$ cat src/rtl/phadj_pkg.sv
package phadj_pkg;
   typedef enum logic [1:0] {
      SLOT_DIV = 2'd0,
      SLOT_TX  = 2'd1,
      SLOT_RXD = 2'd2,
      SLOT_RXT = 2'd3
   } phadj_slot_e;

   localparam int unsigned N_SLOTS = 4;
endpackage

$ cat src/rtl/phadj_vote.sv
module phadj_vote #(
   parameter int unsigned N = 7
) (
   input  logic clk,
   input  logic rst_n,
   input  logic clr,
   input  logic vld,
   input  logic early,
   input  logic late,
   output logic up,
   output logic dn
);
   generate
      if (N == 1) begin : g_direct
         logic unused_clr;
         assign unused_clr = clr;
         assign up = vld & early & ~late;
         assign dn = vld & late & ~early;
      end else begin : g_count
         localparam int unsigned CNT_W = $clog2(N + 1);
         logic [CNT_W-1:0] n_q, e_q, l_q;
         logic [CNT_W-1:0] e_nx, l_nx;
         logic             last;

         assign e_nx = e_q + CNT_W'(vld & early & ~late);
         assign l_nx = l_q + CNT_W'(vld & late & ~early);
         assign last = vld && (n_q == CNT_W'(N - 1));
         assign up   = last && (e_nx > l_nx);
         assign dn   = last && (l_nx > e_nx);

         always_ff @(posedge clk or negedge rst_n) begin
            if (!rst_n) begin
               n_q <= '0;
               e_q <= '0;
               l_q <= '0;
            end else if (clr || last) begin
               n_q <= '0;
               e_q <= '0;
               l_q <= '0;
            end else if (vld) begin
               n_q <= n_q + 1'b1;
               e_q <= e_nx;
               l_q <= l_nx;
            end
         end


         vote_clear_chk: assert property (@(posedge clk) disable iff (!rst_n)
            clr |=> (n_q == '0));
      end
   endgenerate


   vote_excl_chk: assert property (@(posedge clk) disable iff (!rst_n)
      !(up && dn));
endmodule

$ cat src/rtl/phadj_stepper.sv
module phadj_stepper #(
   parameter int unsigned NCODE = 192,
   parameter int unsigned CW    = 8,
   parameter int unsigned INIT  = 0,
   parameter int unsigned LOCK  = 4
) (
   input  logic          clk,
   input  logic          rst_n,
   input  logic          smp_up,
   input  logic          smp_dn,
   input  logic          hold,
   output logic [CW-1:0] code,
   output logic          busy
);
   logic [CW-1:0] code_q, inc, dec;
   logic          step;

   assign step = (smp_up ^ smp_dn) & ~hold & ~busy;
   assign inc  = (code_q == CW'(NCODE - 1)) ? '0 : code_q + 1'b1;
   assign dec  = (code_q == '0) ? CW'(NCODE - 1) : code_q - 1'b1;
   assign code = code_q;

   always_ff @(posedge clk or negedge rst_n) begin
      if (!rst_n)    code_q <= CW'(INIT);
      else if (step) code_q <= smp_up ? inc : dec;
   end

   generate
      if (LOCK == 0) begin : g_nolock
         assign busy = 1'b0;
      end else begin : g_lock
         localparam int unsigned LW = $clog2(LOCK + 1);
         logic [LW-1:0] cnt_q;
         always_ff @(posedge clk or negedge rst_n) begin
            if (!rst_n)            cnt_q <= '0;
            else if (step)         cnt_q <= LW'(LOCK);
            else if (cnt_q != '0)  cnt_q <= cnt_q - 1'b1;
         end
         assign busy = (cnt_q != '0);
      end
   endgenerate


   code_range_chk: assert property (@(posedge clk) disable iff (!rst_n)
      ({1'b0, code} < (CW+1)'(NCODE)));


   step_size_chk: assert property (@(posedge clk) disable iff (!rst_n)
      (code != $past(code)) |->
         ((code == (($past(code) == CW'(NCODE - 1)) ? CW'(0) : $past(code) + CW'(1))) ||
          (code == (($past(code) == CW'(0)) ? CW'(NCODE - 1) : $past(code) - CW'(1)))));


   lockout_chk: assert property (@(posedge clk) disable iff (!rst_n)
      busy |=> $stable(code));


   hold_chk: assert property (@(posedge clk) disable iff (!rst_n)
      hold |=> $stable(code));
endmodule

$ cat src/rtl/phadj_ctrl.sv
module phadj_ctrl #(
   parameter int unsigned N_PH      = 12,
   parameter int unsigned FINE_W    = 4,
   parameter int unsigned VOTE_N    = 7,
   parameter int unsigned RX_VOTE_N = 1,
   parameter int unsigned RX_LOCK   = 4,
   parameter int unsigned TX_LOCK   = 8,
   parameter int unsigned DIV_CODE  = 0,
   parameter int unsigned TX_INIT   = 0,
   parameter int unsigned RX_INIT   = 0,
   parameter int unsigned RXT_OFS   = 96,
   localparam int unsigned NCODE    = N_PH << FINE_W,
   localparam int unsigned CW       = $clog2(NCODE),
   localparam int unsigned CRS_W    = CW - FINE_W
) (
   input  logic                clk,
   input  logic                rst_n,
   input  logic                rx_vld,
   input  logic                rx_early,
   input  logic                rx_late,
   input  logic                cal_win,
   input  logic                far_vld,
   input  logic                far_early,
   input  logic                far_late,
   input  logic [3:0]          ovr_en,
   input  logic [4*CW-1:0]     ovr_code,
   output logic [CRS_W-1:0]    div_crs,
   output logic [FINE_W-1:0]   div_fin,
   output logic [CRS_W-1:0]    tx_crs,
   output logic [FINE_W-1:0]   tx_fin,
   output logic [CRS_W-1:0]    rxd_crs,
   output logic [FINE_W-1:0]   rxd_fin,
   output logic [CRS_W-1:0]    rxt_crs,
   output logic [FINE_W-1:0]   rxt_fin
);
   import phadj_pkg::*;

   generate
      if (N_PH < 2)                  begin : g_bad_ph   $error("N_PH must be at least 2"); end
      if (VOTE_N % 2 == 0)           begin : g_bad_vote $error("VOTE_N must be odd"); end
      if (RX_VOTE_N % 2 == 0)        begin : g_bad_rxv  $error("RX_VOTE_N must be odd"); end
      if (RXT_OFS >= NCODE)          begin : g_bad_ofs  $error("RXT_OFS out of range"); end
      if (DIV_CODE >= NCODE)         begin : g_bad_div  $error("DIV_CODE out of range"); end
      if (TX_INIT >= NCODE)          begin : g_bad_tx   $error("TX_INIT out of range"); end
      if (RX_INIT >= NCODE)          begin : g_bad_rx   $error("RX_INIT out of range"); end
   endgenerate

   // folded override codes, one per slot
   logic [CW-1:0] ovr_f [N_SLOTS];
   for (genvar i = 0; i < N_SLOTS; i++) begin : g_fold
      logic [CW-1:0] raw;
      assign raw      = ovr_code[i*CW +: CW];
      assign ovr_f[i] = ({1'b0, raw} >= (CW+1)'(NCODE)) ? raw - CW'(NCODE) : raw;
   end

   // receive loop
   logic          rx_busy, rx_up, rx_dn;
   logic [CW-1:0] rxd_loop;

   phadj_vote #(.N(RX_VOTE_N)) u_rx_vote (
      .clk   (clk),
      .rst_n (rst_n),
      .clr   (1'b0),
      .vld   (rx_vld & ~rx_busy & ~ovr_en[SLOT_RXD]),
      .early (rx_early),
      .late  (rx_late),
      .up    (rx_up),
      .dn    (rx_dn)
   );

   phadj_stepper #(.NCODE(NCODE), .CW(CW), .INIT(RX_INIT), .LOCK(RX_LOCK)) u_rx_step (
      .clk    (clk),
      .rst_n  (rst_n),
      .smp_up (rx_up),
      .smp_dn (rx_dn),
      .hold   (ovr_en[SLOT_RXD]),
      .code   (rxd_loop),
      .busy   (rx_busy)
   );

   // transmit loop
   logic          tx_busy, tx_up, tx_dn;
   logic [CW-1:0] tx_loop;

   phadj_vote #(.N(VOTE_N)) u_tx_vote (
      .clk   (clk),
      .rst_n (rst_n),
      .clr   (~cal_win),
      .vld   (far_vld & cal_win & ~tx_busy & ~ovr_en[SLOT_TX]),
      .early (far_early),
      .late  (far_late),
      .up    (tx_up),
      .dn    (tx_dn)
   );

   phadj_stepper #(.NCODE(NCODE), .CW(CW), .INIT(TX_INIT), .LOCK(TX_LOCK)) u_tx_step (
      .clk    (clk),
      .rst_n  (rst_n),
      .smp_up (tx_up),
      .smp_dn (tx_dn),
      .hold   (ovr_en[SLOT_TX]),
      .code   (tx_loop),
      .busy   (tx_busy)
   );

   // effective codes
   logic [CW-1:0] div_eff, tx_eff, rxd_eff, rxt_eff, rxt_loop;
   logic [CW:0]   rxt_sum;

   assign rxd_eff  = ovr_en[SLOT_RXD] ? ovr_f[SLOT_RXD] : rxd_loop;
   assign rxt_sum  = {1'b0, rxd_eff} + (CW+1)'(RXT_OFS);
   assign rxt_loop = (rxt_sum >= (CW+1)'(NCODE)) ? CW'(rxt_sum - (CW+1)'(NCODE)) : rxt_sum[CW-1:0];
   assign rxt_eff  = ovr_en[SLOT_RXT] ? ovr_f[SLOT_RXT] : rxt_loop;
   assign tx_eff   = ovr_en[SLOT_TX]  ? ovr_f[SLOT_TX]  : tx_loop;
   assign div_eff  = ovr_en[SLOT_DIV] ? ovr_f[SLOT_DIV] : CW'(DIV_CODE);

   assign {div_crs, div_fin} = div_eff;
   assign {tx_crs,  tx_fin}  = tx_eff;
   assign {rxd_crs, rxd_fin} = rxd_eff;
   assign {rxt_crs, rxt_fin} = rxt_eff;


   tx_window_chk: assert property (@(posedge clk) disable iff (!rst_n)
      (tx_loop != $past(tx_loop)) |-> $past(cal_win));
endmodule

$ cat config.mk
export PLATFORM = sky130hd
export DESIGN_NAME = phadj_ctrl
export DESIGN_NICKNAME = d
export VERILOG_FILES = /design/src/rtl/phadj_pkg.sv /design/src/rtl/phadj_vote.sv /design/src/rtl/phadj_stepper.sv /design/src/rtl/phadj_ctrl.sv
export SDC_FILE = /design/constraint.sdc
export NUM_CORES = 1
export LEC_CHECK = 0
export CELL_PAD_IN_SITES_DETAIL_PLACEMENT = 1
export CELL_PAD_IN_SITES_GLOBAL_PLACEMENT = 2
export CORE_ASPECT_RATIO = 0.6
export CORE_UTILIZATION = 39
export DETAILED_ROUTE_END_ITERATION = 16
export DONT_BUFFER_PORTS = 1
export PLACE_DENSITY = 0.85
export SYNTH_ARGS = -nofsm -noshare
export SYNTH_HDL_FRONTEND = slang
export SYNTH_SLANG_ARGS = --single-unit
$ cat constraint.sdc
create_clock -name clk -period 10 [get_ports clk]
set_input_delay 0 -clock clk [delete_from_list [all_inputs] [get_ports clk]]
set_output_delay 0 -clock clk [all_outputs]
set_load 0.01 [all_outputs]
==> flow_summary.yaml <==
logic_synthesis:
  synth-seq-cells: 32
  yosysWarnings: 0
  synth.distinct_cells: 55
  syn_area_per_cell_um2: 8.05
  seq_area_frac_synth_pct: 28.8
  synth_edf_count: 0
  synthFlopType: "dfrtp_1"
  netlist_instances: 345
  ys_async_sr_fraction_pct: 100
  synth_nets: 410
  synth_area_mm2: 0.00278
placement:
  place_hpwl_mm: 5.72
  gp_congestion: 0.808
  post-place-cells: 416
  io_buffers: 0
worst_setup_path:
  start_kind: "flip-flop"
  end_kind: "flip-flop"
  cp_max_fo: 9
  crit_required_ns: 10.14
  critPathKind: "flip-flop to flip-flop"
  cp.arrival_ns: 4.27
layout:
  multi_input_area_mm2: 0.00182
  instances_no_fill: 426
  fillerInstances: 819
  final_nets: 403
  mostFrequentLayoutCell: "nand2_1"
  drive_gt1_share_pct: 7.37
  diodes: 0
  seqCellArea_um2: 801
  syn2layout_area_growth_pct: 7.43
  final_cell_mix: "nand2_1 (39), dfrtp_1 (32), o21ai_0 (31)"
grt:
  grt_pass1_vias: 2272
  grt-ovfl-total: 0
  track_usage_pct: 20.8
  grt_max_degree: 33
  grt_pass1_wl_mm: 11.9
  antenna_found_initial: 0
drt:
  drc: 2
  drtPass1Iterations: 10
  drt_iter0_markers: 119
  dr_total_vias: 2463
  ant_nets: 0
  wl_mm: 7.37
  routed_via_density: 5.78
  wl_per_cell_um: 17.3
floorplanning:
  start_util_pct: 40.9
  die_width_um: 111
  coreArea_mm2: 0.00679
  ios: 77
  die_h_um: 67.4
  rows: 23
  die-area_mm2: 0.00747
clock_tree:
  clockBufferDepth: 2
  root_buffer: "clkbuf_16"
  ctsResizeCount: 0
  cts_tree: "yes"
  insertion_delay_ns: 0.28
  numCtsBuffers: 5
  clock_sinks: 32
  post_cts_buffers: 0
  clk_pin_slew_ns: 0.05
  cts-htree-levels: 2
sta:
  post-route-period-util_pct: 41.2
  max_freq_mhz: 243
  period_needed_ns: 4.12
  relSlewSlack_pct: 50.0
  setup_viol: 0
  rsz0062_at_grt: "no"
  hold_viol: 0
  clock_skew_ns: 0.00363
  tightest_slew_ns: 0.744
  slew_viol_final: 0
  finalSetupTns_ns: 0
status:
  violations: "design-rule violations"
  outcome: "complete, but fails checks"
run:
  cap_viol_max_count: 0
min_path:
  min_path_type: "primary input to primary output"
power_and_ir_drop:
  powerDensity_mw_per_mm2: 172
  peakVddDrop_mv: 0.0703
  leakage_nw: 1.24
==> path summary, 6_finish.rpt <==
| path | start | end | slack, ns | depth (start not counted) |
|---|---|---|---|---|
| max | u_tx_step.g_lock.cnt_q[0] | u_tx_step.code[5] | 5.88 | 14 |
| min | ovr_code[7] | div_crs[2] | 0.05 | 1 |
| max reg2reg | u_tx_step.g_lock.cnt_q[0] | u_tx_step.code[5] | 5.88 | 14 |
| min reg2reg | u_rx_step.g_lock.cnt_q[0] | u_rx_step.g_lock.cnt_q[0] | 0.50 | 1 |
| max in group asynchronous | rst_n | u_rx_step.code[1] | 9.65 | 2 |
| min in group asynchronous | rst_n | u_tx_step.code[0] | 0.16 | 2 |
==> worst max-delay path, cell delays in order, from the launching register on <==
cell and delay, ns:
dfrtp_1 0.41, inv_1 0.07, ha_1 0.20, or3b_1 0.52, nor2_2 0.46, and3b_1 0.22
ha_1 0.14, ha_1 0.18, xnor2_1 0.13, ha_1 0.28, nand3_1 0.14, a21boi_1 0.58
and2_1 0.36, mux2i_1 0.21, o22ai_1 0.09
==> power breakdown <==
part | internal [W] | switching (W)
Combinational | 0.0000729 | 0.0000997
Clock | 0.0000992 | 0.0000561
Sequential | 0.000150 | 0.0000361
Total | 0.000322 | 0.000192
==> synthesized netlist by cell type, drive strengths merged (3+ instances only) <==
library cell / n / area, um2
o221ai: 3 / 26.3
o211ai: 3 / 22.5
mux2i: 8 / 80.1
ha: 20 / 250
a21oi: 18 / 90.1
inv: 21 / 78.8
nor3b: 3 / 22.5
mux2: 11 / 124
nor3: 9 / 56.3
o21ai: 32 / 164
dfrtp: 32 / 801
nor2b: 7 / 43.8
and3b: 3 / 26.3
o31ai: 3 / 22.5
nand2: 39 / 146
or3: 3 / 18.8
clkbuf: 11 / 41.3
nand4: 3 / 18.8
and2: 8 / 50.1
nor2: 24 / 92.6
nand3: 15 / 75.1
o22ai: 8 / 50.1
o22a: 3 / 26.3
and3: 6 / 37.5
nand3b: 5 / 37.5
xor2: 6 / 52.6
xnor2: 5 / 43.8
buf: 5 / 37.5
nand2b: 3 / 18.8
a31oi: 4 / 25.0
==> repair_timing <==
item                                    in CTS  in global routing
endpoints found under the setup margin       0                  0
hold buffers                                 2                  0
hold endpoints to repair                    32                  0
==> registers in the layout, indices dropped and copies added, names as in the netlist <==
signal and flops:
u_rx_step.code 8, u_tx_vote.g_count.n_q 3, u_tx_vote.g_count.e_q 3, u_tx_step.g_lock.cnt_q 4, u_rx_step.g_lock.cnt_q 3, u_tx_step.code 8
u_tx_vote.g_count.l_q 3
==> final cells by class <==
type / count / share of cell area (%)
multi-input cells: 276 / 61.0
flip-flops and latches: 32 / 26.8
clock buffers: 8 / 4.91
repair buffers: 2 / 1.01
well taps: 87 / 3.65
inverters: 21 / 2.64
==> kinds of logic (layout without fill, tap and decap cells) <==
logic type | Yosys count | in the layout | synth area share, %
AND/OR/NAND/NOR | 138 | 138 | 26.2
AO/OA/AOI/OAI | 88 | 88 | 19.5
buffers and inverters | 37 | 31 | 5.68
flip-flops | 32 | 32 | 28.8
adder cells (fa/ha/maj) | 20 | 20 | 9.01
multiplexers | 19 | 19 | 7.34
XOR/XNOR | 11 | 11 | 3.47
==> per-stage QoR <==
step	util, %	worst slack (ns)	instance area, um2	total power (W)	hold slack (ns)
floorplan	-	6.49	2780	0.000316	-0.296
global placement	41.3	6.07	2810	0.000347	-0.295
detailed placement	41.3	5.89	2810	0.000356	-0.295
CTS	43.9	5.90	2980	0.000518	0.0515
global route	43.9	5.59	2980	0.000550	0.0554
finish	43.9	5.88	2980	0.000514	0.0510
==> metal layers <==
layer / routed length [um] / share of wire (%) / global-route usage, %
met1: 4090 / 55 / 32.0
met3: 256 / 3.5 / 5.12
met5: 0 / 0 / 0
met2: 2960 / 40 / 27.8
met4: 65 / 0.88 / 6.16
(Power assumes the default switching activity.)
